===== src/rtl/cdiv_pkg.sv =====
package cdiv_pkg;

    typedef enum logic [1:0] {
        PROF_NET = 2'd0,
        PROF_GEN = 2'd1,
        PROF_ENG = 2'd2,
        PROF_LEG = 2'd3
    } profile_e;

    localparam int NUM_SRC   = 3;
    localparam int SEL_W     = 2;
    localparam int CODE_W    = 3;
    localparam int MAX_RATIO = 32;
    localparam int RATIO_W   = $clog2(MAX_RATIO + 1);

    typedef logic [RATIO_W-1:0] ratio_t;
    typedef logic [SEL_W-1:0]   src_t;

    typedef struct packed {
        ratio_t n;
        ratio_t half;
    } ratio_cfg_t;

    function automatic ratio_t ratio_of(profile_e prof, logic [CODE_W-1:0] code);
        ratio_t k;
        k = ratio_t'(code) + ratio_t'(1);
        case (prof)
            PROF_NET: ratio_of = (code < 3'd2) ? ratio_t'(4) : ratio_t'(k << 1);
            PROF_GEN: ratio_of = ratio_t'(k << 2);
            PROF_ENG: ratio_of = (code < 3'd2) ? ratio_t'(2) : k;
            default:  ratio_of = ratio_t'(k << 1);
        endcase
    endfunction

endpackage


===== src/rtl/cdiv_ratio_map.sv =====
module cdiv_ratio_map
    import cdiv_pkg::*;
#(
    parameter profile_e PROFILE = PROF_ENG
) (
    input  logic [CODE_W-1:0] code,
    output ratio_cfg_t        cfg
);

    always_comb begin
        cfg.n    = ratio_of(PROFILE, code);
        cfg.half = cfg.n >> 1;
    end

    always_comb begin
        AST_RATIO_MIN: assert (cfg.n >= ratio_t'(2) && cfg.half >= ratio_t'(1));
    end

endmodule


===== src/rtl/cdiv_src_sel.sv =====
module cdiv_src_sel
    import cdiv_pkg::*;
#(
    parameter bit HAS_MUX = 1'b1
) (
    input  logic               clk,
    input  logic               rst,
    input  logic               load,
    input  src_t               src_sel,
    input  logic [NUM_SRC-1:0] src_tick,
    output logic               tick,
    output src_t               src_act
);

    generate
        if (HAS_MUX) begin : g_mux
            src_t act_q;

            always_ff @(posedge clk) begin
                if (rst) begin
                    act_q <= '0;
                end else if (load && src_sel != src_t'(3)) begin
                    act_q <= src_sel;
                end
            end

            always_comb begin
                case (act_q)
                    src_t'(1): tick = src_tick[1];
                    src_t'(2): tick = src_tick[2];
                    default:   tick = src_tick[0];
                endcase
            end

            assign src_act = act_q;

            AST_SRC_VALID: assert property (@(posedge clk) disable iff (rst)
                act_q != src_t'(3));
            AST_SRC_RSV: assert property (@(posedge clk) disable iff (rst)
                (src_sel == src_t'(3)) |=> $stable(act_q));
            AST_SRC_HOLD: assert property (@(posedge clk) disable iff (rst)
                !load |=> $stable(act_q));
        end else begin : g_fixed
            logic unused_inputs;
            assign unused_inputs = ^{clk, rst, load, src_sel, src_tick[NUM_SRC-1:1]};
            assign tick    = src_tick[0];
            assign src_act = '0;
        end
    endgenerate

endmodule


===== src/rtl/cdiv_phase_ctr.sv =====
module cdiv_phase_ctr
    import cdiv_pkg::*;
#(
    parameter profile_e PROFILE = PROF_ENG
) (
    input  logic       clk,
    input  logic       rst,
    input  logic       gate_en,
    input  logic       tick,
    input  ratio_cfg_t cfg_next,
    output logic       load,
    output logic       div_clk,
    output logic       div_stb
);

    localparam ratio_t RST_N = ratio_of(PROFILE, '0);

    ratio_t cnt_q;
    ratio_t n_act_q;
    ratio_t half_act_q;
    logic   clk_q;
    logic   stb_q;
    logic   last_tick;

    assign last_tick = tick && (cnt_q == n_act_q - ratio_t'(1));
    assign load      = !gate_en || last_tick;

    always_ff @(posedge clk) begin
        if (rst) begin
            cnt_q      <= '0;
            n_act_q    <= RST_N;
            half_act_q <= RST_N >> 1;
            clk_q      <= 1'b0;
            stb_q      <= 1'b0;
        end else begin
            stb_q <= 1'b0;
            if (!gate_en) begin
                cnt_q      <= '0;
                clk_q      <= 1'b0;
                n_act_q    <= cfg_next.n;
                half_act_q <= cfg_next.half;
            end else if (tick) begin
                stb_q <= (cnt_q == '0);
                clk_q <= (cnt_q < half_act_q);
                if (last_tick) begin
                    cnt_q      <= '0;
                    n_act_q    <= cfg_next.n;
                    half_act_q <= cfg_next.half;
                end else begin
                    cnt_q <= cnt_q + ratio_t'(1);
                end
            end
        end
    end

    assign div_clk = clk_q;
    assign div_stb = stb_q;

    AST_CNT_RANGE: assert property (@(posedge clk) disable iff (rst)
        cnt_q < n_act_q);
    AST_GATE_LOW: assert property (@(posedge clk) disable iff (rst)
        !gate_en |=> !div_clk);
    AST_STB_RISE: assert property (@(posedge clk) disable iff (rst)
        div_stb |-> (div_clk && !$past(div_clk)));
    AST_NO_TICK_HOLD: assert property (@(posedge clk) disable iff (rst)
        (gate_en && !tick) |=> ($stable(cnt_q) && $stable(div_clk)));
    AST_RATIO_STABLE: assert property (@(posedge clk) disable iff (rst)
        (gate_en && !last_tick) |=> $stable(n_act_q));

endmodule


===== src/rtl/cdiv_top.sv =====
module cdiv_top
    import cdiv_pkg::*;
#(
    parameter profile_e PROFILE = PROF_ENG,
    parameter bit       HAS_MUX = 1'b1
) (
    input  logic               clk,
    input  logic               rst,
    input  logic [NUM_SRC-1:0] src_tick,
    input  logic [SEL_W-1:0]   src_sel,
    input  logic [CODE_W-1:0]  ratio_sel,
    input  logic               gate_en,
    output logic               div_clk,
    output logic               div_stb
);

    ratio_cfg_t cfg_next;
    logic       load;
    logic       tick;
    src_t       src_act;
    logic       unused_act;

    assign unused_act = ^src_act;

    cdiv_ratio_map #(.PROFILE(PROFILE)) u_map (
        .code (ratio_sel),
        .cfg  (cfg_next)
    );

    cdiv_src_sel #(.HAS_MUX(HAS_MUX)) u_src (
        .clk      (clk),
        .rst      (rst),
        .load     (load),
        .src_sel  (src_sel),
        .src_tick (src_tick),
        .tick     (tick),
        .src_act  (src_act)
    );

    cdiv_phase_ctr #(.PROFILE(PROFILE)) u_ctr (
        .clk      (clk),
        .rst      (rst),
        .gate_en  (gate_en),
        .tick     (tick),
        .cfg_next (cfg_next),
        .load     (load),
        .div_clk  (div_clk),
        .div_stb  (div_stb)
    );

    AST_RST_LOW: assert property (@(posedge clk)
        rst |=> (!div_clk && !div_stb));

endmodule


===== config.mk =====
export PLATFORM = sky130hd
export DESIGN_NAME = cdiv_top
export DESIGN_NICKNAME = d
export VERILOG_FILES = /design/src/rtl/cdiv_pkg.sv /design/src/rtl/cdiv_ratio_map.sv /design/src/rtl/cdiv_src_sel.sv /design/src/rtl/cdiv_phase_ctr.sv /design/src/rtl/cdiv_top.sv
export SDC_FILE = /design/constraint.sdc
export NUM_CORES = 1
export LEC_CHECK = 0
export CORE_MARGIN = 5
export CORE_UTILIZATION = 30
export CTS_BUF_LIST = sky130_fd_sc_hd__clkbuf_8 sky130_fd_sc_hd__clkbuf_16
export CTS_CLUSTER_DIAMETER = 100
export DETAILED_ROUTE_END_ITERATION = 8
export PLACE_DENSITY_LB_ADDON = 0.12
export SLEW_MARGIN = 20
export SYNTH_ARGS = -nofsm -noshare
export SYNTH_HDL_FRONTEND = slang
export SYNTH_SLANG_ARGS = --single-unit
export TNS_END_PERCENT = 1

===== constraint.sdc =====
create_clock -name clk -period 5.4 [get_ports clk]
set_input_delay 0.54 -clock clk [delete_from_list [all_inputs] [get_ports clk]]
set_output_delay 0.54 -clock clk [all_outputs]
set_load 0.02 [all_outputs]

Word level (Yosys, flattened, before mapping)
Cells that the tools add are included.

Add/sub/neg operators: 3. Multiply operators: 0. Div/mod/pow operators: 0. $lt $le $gt $ge: 2. Equality and inequality tests: 6. Shift-type cells: 0. Multiplexer cells: 9. Bitwise operators: 2. Reduce and logical (&&, ||, !) cells: 8.

Operators with widths (count): $mux 6 (5); $mux 5 (3); $add 6x1->6 const B (1); $eq 6x6->1 (1); $logic_not 6->1 (1); $lt 6x5->1 (1); $sub 6x1->6 const B (1); $add 3x1->4 const B (1); $ne 2x1->1 const B (2); $lt 3x2->1 const B (1); $reduce_or 3->1 (1); $eq 2x1->1 const B (1); $eq 2x2->1 const B (1); $logic_and 1x1->1 (2); $ne 2x2->1 const B (1); $not 1->1 (2); $pmux 1 s2 (1); $reduce_and 2->1 (1); $reduce_or 2->1 (1); $logic_not 1->1 (1); $logic_or 1x1->1 (1).

Register bits: 21. Bits in latches: 0. Memory bits (writable): 0. ROM bits: 0. Input bits: 11. Output and inout port bits: 2. Word-level logic and storage cells: 36. Memories: 0.

Depth between registers and ports, before layout
Word-level depth: 6. Mapped depth: 8. Depth with buffers taken out: 7.

Hierarchy
A second synthesis with hierarchy kept.

Cell total of the unflattened synthesis: 150. Area total of the unflattened synthesis: 1335.0 um^2.

By module, submodules not included: cdiv_phase_ctr (times used 1, cells an instance 119, area an instance 1097.3 um^2, seq. area each 400.4 um^2); cdiv_src_sel (times used 1, cells an instance 15, area an instance 126.4 um^2, seq. area each 40.0 um^2); cdiv_ratio_map (times used 1, cells an instance 16, area an instance 111.4 um^2, seq. area each 0.0 um^2).

Least setup slack after synthesis
No wires, ideal clock.

Path kind: register to register. Start: register u_ctr.n_act_q[0]. End: register u_ctr.n_act_q[3]. Setup time: 134 ps. Data arrival time: 1768 ps. Data required time: 5266 ps. Path slack: 3498 ps. Stages on the path, launching flop included: 8. Buffers on the path: 0. Period minus slack after synthesis: 1902 ps. Cell sequence: dfxtp_1 inv_1 ha_1 and4bb_1 a22oi_2 and2_4 nor4_1 or4_1.

Longest elaborated chain between the ends: 5.

RTL lines: start, declared (RTL line cdiv_phase_ctr.sv:19) `ratio_t n_act_q;`; start signal, assigned (RTL line cdiv_phase_ctr.sv:40) `n_act_q <= cfg_next.n;`; start signal, assigned (RTL line cdiv_phase_ctr.sv:47) `n_act_q <= cfg_next.n;`; $sub 6x1->6 (RTL line cdiv_phase_ctr.sv:25) `assign last_tick = tick && (cnt_q == n_act_q - ratio_t'(1));`; $eq 6x6->1 (RTL line cdiv_phase_ctr.sv:25); $logic_and 1x1->1 (RTL line cdiv_phase_ctr.sv:25); $ne 2x1->1 (no line); $reduce_and 2->1 (no line).

Every way passes these cells. A chain may end at the register's enable or synchronous reset.

Worst setup path after layout
Start: input port src_tick[2]. End: register u_ctr.n_act_q[3].

Longest elaborated chain between the ends: 4. Elaborated cells between the ends (all ways): 5. Those cells by class: eq/ne (2); mux (1); reduce/logical (2).

RTL lines: start, declared (RTL line cdiv_top.sv:9) `input logic [NUM_SRC-1:0] src_tick,`; $pmux 1 s2 (*) (RTL line cdiv_src_sel.sv:28) `case (act_q)`; $logic_and 1x1->1 (RTL line cdiv_phase_ctr.sv:25); $ne 2x1->1 (no line); $reduce_and 2->1 (no line) (*).

Mark *: on every way between the ends. The rest lies on a longest branch, timed or not.

==> metrics.cfg <==
[global_routing]
grt-busiest-layer=met1
met1_usage=0.1645
grt_overflow=0
use_met2=0.1632
grt_antenna_before_repair=0
grt_pass1_wl_mm=3.967
grt_use_met3=0.03993
grt_pass1_vias=831
grt_start_max_net_pins=15
grt_use_total=0.1175

[clocking]
cts.repair.resized=0
clk_pin_slew_ps=60
cts.sinks=14
cts_made_buffers=3
clockRootBuffer=clkbuf_8
cts_tree=yes
clk_latency_ps=250
post_cts_buffers=0
clock_path_buffers=2
cts_max_level=1
cts_hold_buf=0

[yosys]
synth_area_per_cell_um2=8.148
seq_area_frac_synth=0.2843
yosysTopAreaCellShare=0.2843
yosysTopAreaCell=dfxtp_1
synth_edf_count=0
netlist_instances=121
yosysWarningCount=0
synthesis.area_um2=985.9
synth_cell_type_count=39
synth_area_leaders=dfxtp_1 (28%), ha_1 (10%), inv_1 (5.3%), nor3_1 (4.6%), xnor2_1 (4.4%)
synth_ff_type=dfxtp_1
synth-seq-cells=14
synth_top_cells_by_count=dfxtp_1 (14), inv_1 (14), nor2_1 (10)
async_reset_ff_frac=0
synth_nets=140

[floorplan]
num_rows=20
boundaryPins=13
start_util=0.3177
die_h_um=67.33
dieArea_um2=4533
core_area_um2=3103
die_w_um=67.33

[timing]
relSlewSlack=0.4564
hold_viol=0
setup_viol=0
period_needed_ps=2589
timing.final.ws_setup_ps=2811
fin_worst_skew_ps=1.430
tns_ps=0
max_freq_mhz=386.3
post-route-period-util=0.4794
slew_viol_final=0
tightest_slew_ps=815.3
rsz0062_at_grt=false

[min_path]
worstHoldStart=u_ctr.div_clk
hp-class=reg -> reg
holdPathStages=3
hold_end=u_ctr.div_clk

[layout]
drive_above_1_share=0.05263
final_util=0.3855
final_nets=153
antenna_cells=0
area_growth_pct=21.32

[worst_setup_path]
required_ps=5530
worst_r2r_endpoint=u_ctr.n_act_q[3]
cp.arrival_ps=2720
crit_fanout=12
reg2regPathDepth=7
r2r_start=u_src.src_act[0]
crit_path_start=src_tick[2]
criticalPathCategory=in -> reg
r2r_setup_slack_ps=2870
cp-end-kind=flop
critPathLaunchType=primary input

[route]
drtIter0Drc=23
drt-wirelength-per-cell_um=12.86
finalWirelength_mm=2.276
vias_per_cell=4.927
postRouteAntennaNets=0
dr.pass1.iters=4
num_vias=872
route.detailed.drc=0

[placed_design]
dp_slack_ps=2574
port_buffers=12
dpl.hpwl_mm=1.750
gp_routability_congestion=0.7291

[pwr]
p_sw_mw=0.08854
pwr-share-clk=0.357
leakagePower_nw=0.4647
internal_power_mw=0.2078
swShare=0.2988
p_seq_frac=0.396
ir_drop_mv=0.1099
power_density_nw_per_um2=247.8
p_comb_frac=0.247

[flow_run]
drv_cap=0

[status]
status=finished, final reports clean

-- final cells by class --
| type | instances | area, um2 |
|---|---|---|
| clock buffers | 4 | 55.05 |
| fillers | 357 | 1907 |
| inverters | 14 | 52.55 |
| multi-input cells | 89 | 633.1 |
| flip-flops and latches | 14 | 280.3 |
| well taps | 44 | 55.05 |
| repair buffers | 12 | 120.1 |
-- power by group through the flow --
| stage | Combinational, mW | Sequential, mW | Clock, mW |
|---|---|---|---|
| 3_3_place_gp | 0.0726 | 0.120 | 0 |
| 5_1_grt | 0.0815 | 0.118 | 0.119 |
| 3_5_place_dp | 0.0730 | 0.120 | 0 |
| 6_report | 0.0731 | 0.117 | 0.106 |
| 2_1_floorplan | 0.0517 | 0.118 | 0 |
| 4_1_cts | 0.0734 | 0.117 | 0.113 |
-- flip-flops by register name, indices dropped and copies added, names as in the netlist --
register / cells
u_ctr.div_stb: 1
u_ctr.half_act_q: 2
u_ctr.n_act_q: 2
u_ctr.cnt_q: 6
u_ctr.div_clk: 1
u_src.src_act: 2
-- cell usage in the layout, fill, tap and decap left out, drive strengths merged, types with 5 or more instances in the layout --
cell type      synthesis  routed
clkdlybuf4s50          0      12
dfxtp                 14      14
ha                     8       8
inv                   14      14
nand2                  5       5
nand3                  5       5
nor2                  10      10
nor3                   9       9
xnor2                  5       5
xor2                   5       5
-- worst max path at each step --
stage                  endpoint  slack [ps]
6_report       u_ctr.n_act_q[3]        2810
5_1_grt          u_ctr.cnt_q[0]        2570
4_1_cts          u_ctr.cnt_q[0]        2820
3_5_place_dp   u_ctr.n_act_q[3]        2570
3_3_place_gp   u_ctr.n_act_q[3]        2520
2_1_floorplan  u_ctr.n_act_q[3]        3500
-- cells by family after synthesis --
| logic type | count (synthesis) | share of synthesized area |
|---|---|---|
| buffers and inverters | 18 | 0.07360 |
| adder cells (fa/ha/maj) | 8 | 0.1015 |
| AO/OA/AOI/OAI | 20 | 0.1599 |
| AND/OR/NAND/NOR | 51 | 0.2919 |
| flip-flops | 14 | 0.2843 |
| XOR/XNOR | 10 | 0.08883 |
-- metal layers --
layer,vias up,wire length [um]
met4,0,34
met2,8,952
met5,-,0
li1,460,-
met1,399,1220
met3,5,68
-- worst max-delay path, cell delays in order --
cell	delay [ps]
clkdlybuf4s50_1	460
a221oi_1	70
a21oi_1	640
and4_1	440
nor2_1	70
or4_1	490
-- stage by stage --
step	power, mW	std cells	instance area [um2]	hold slack, ps
after floorplan	0.1696	121	985.9	508.8
after global placement	0.1923	173	1141	553.7
after detailed placement	0.1927	173	1141	553.3
after CTS	0.3037	177	1196	567.1
after global routing	0.3190	177	1196	598.1
final	0.2964	177	1196	561.7
(Power assumes the default switching activity.)
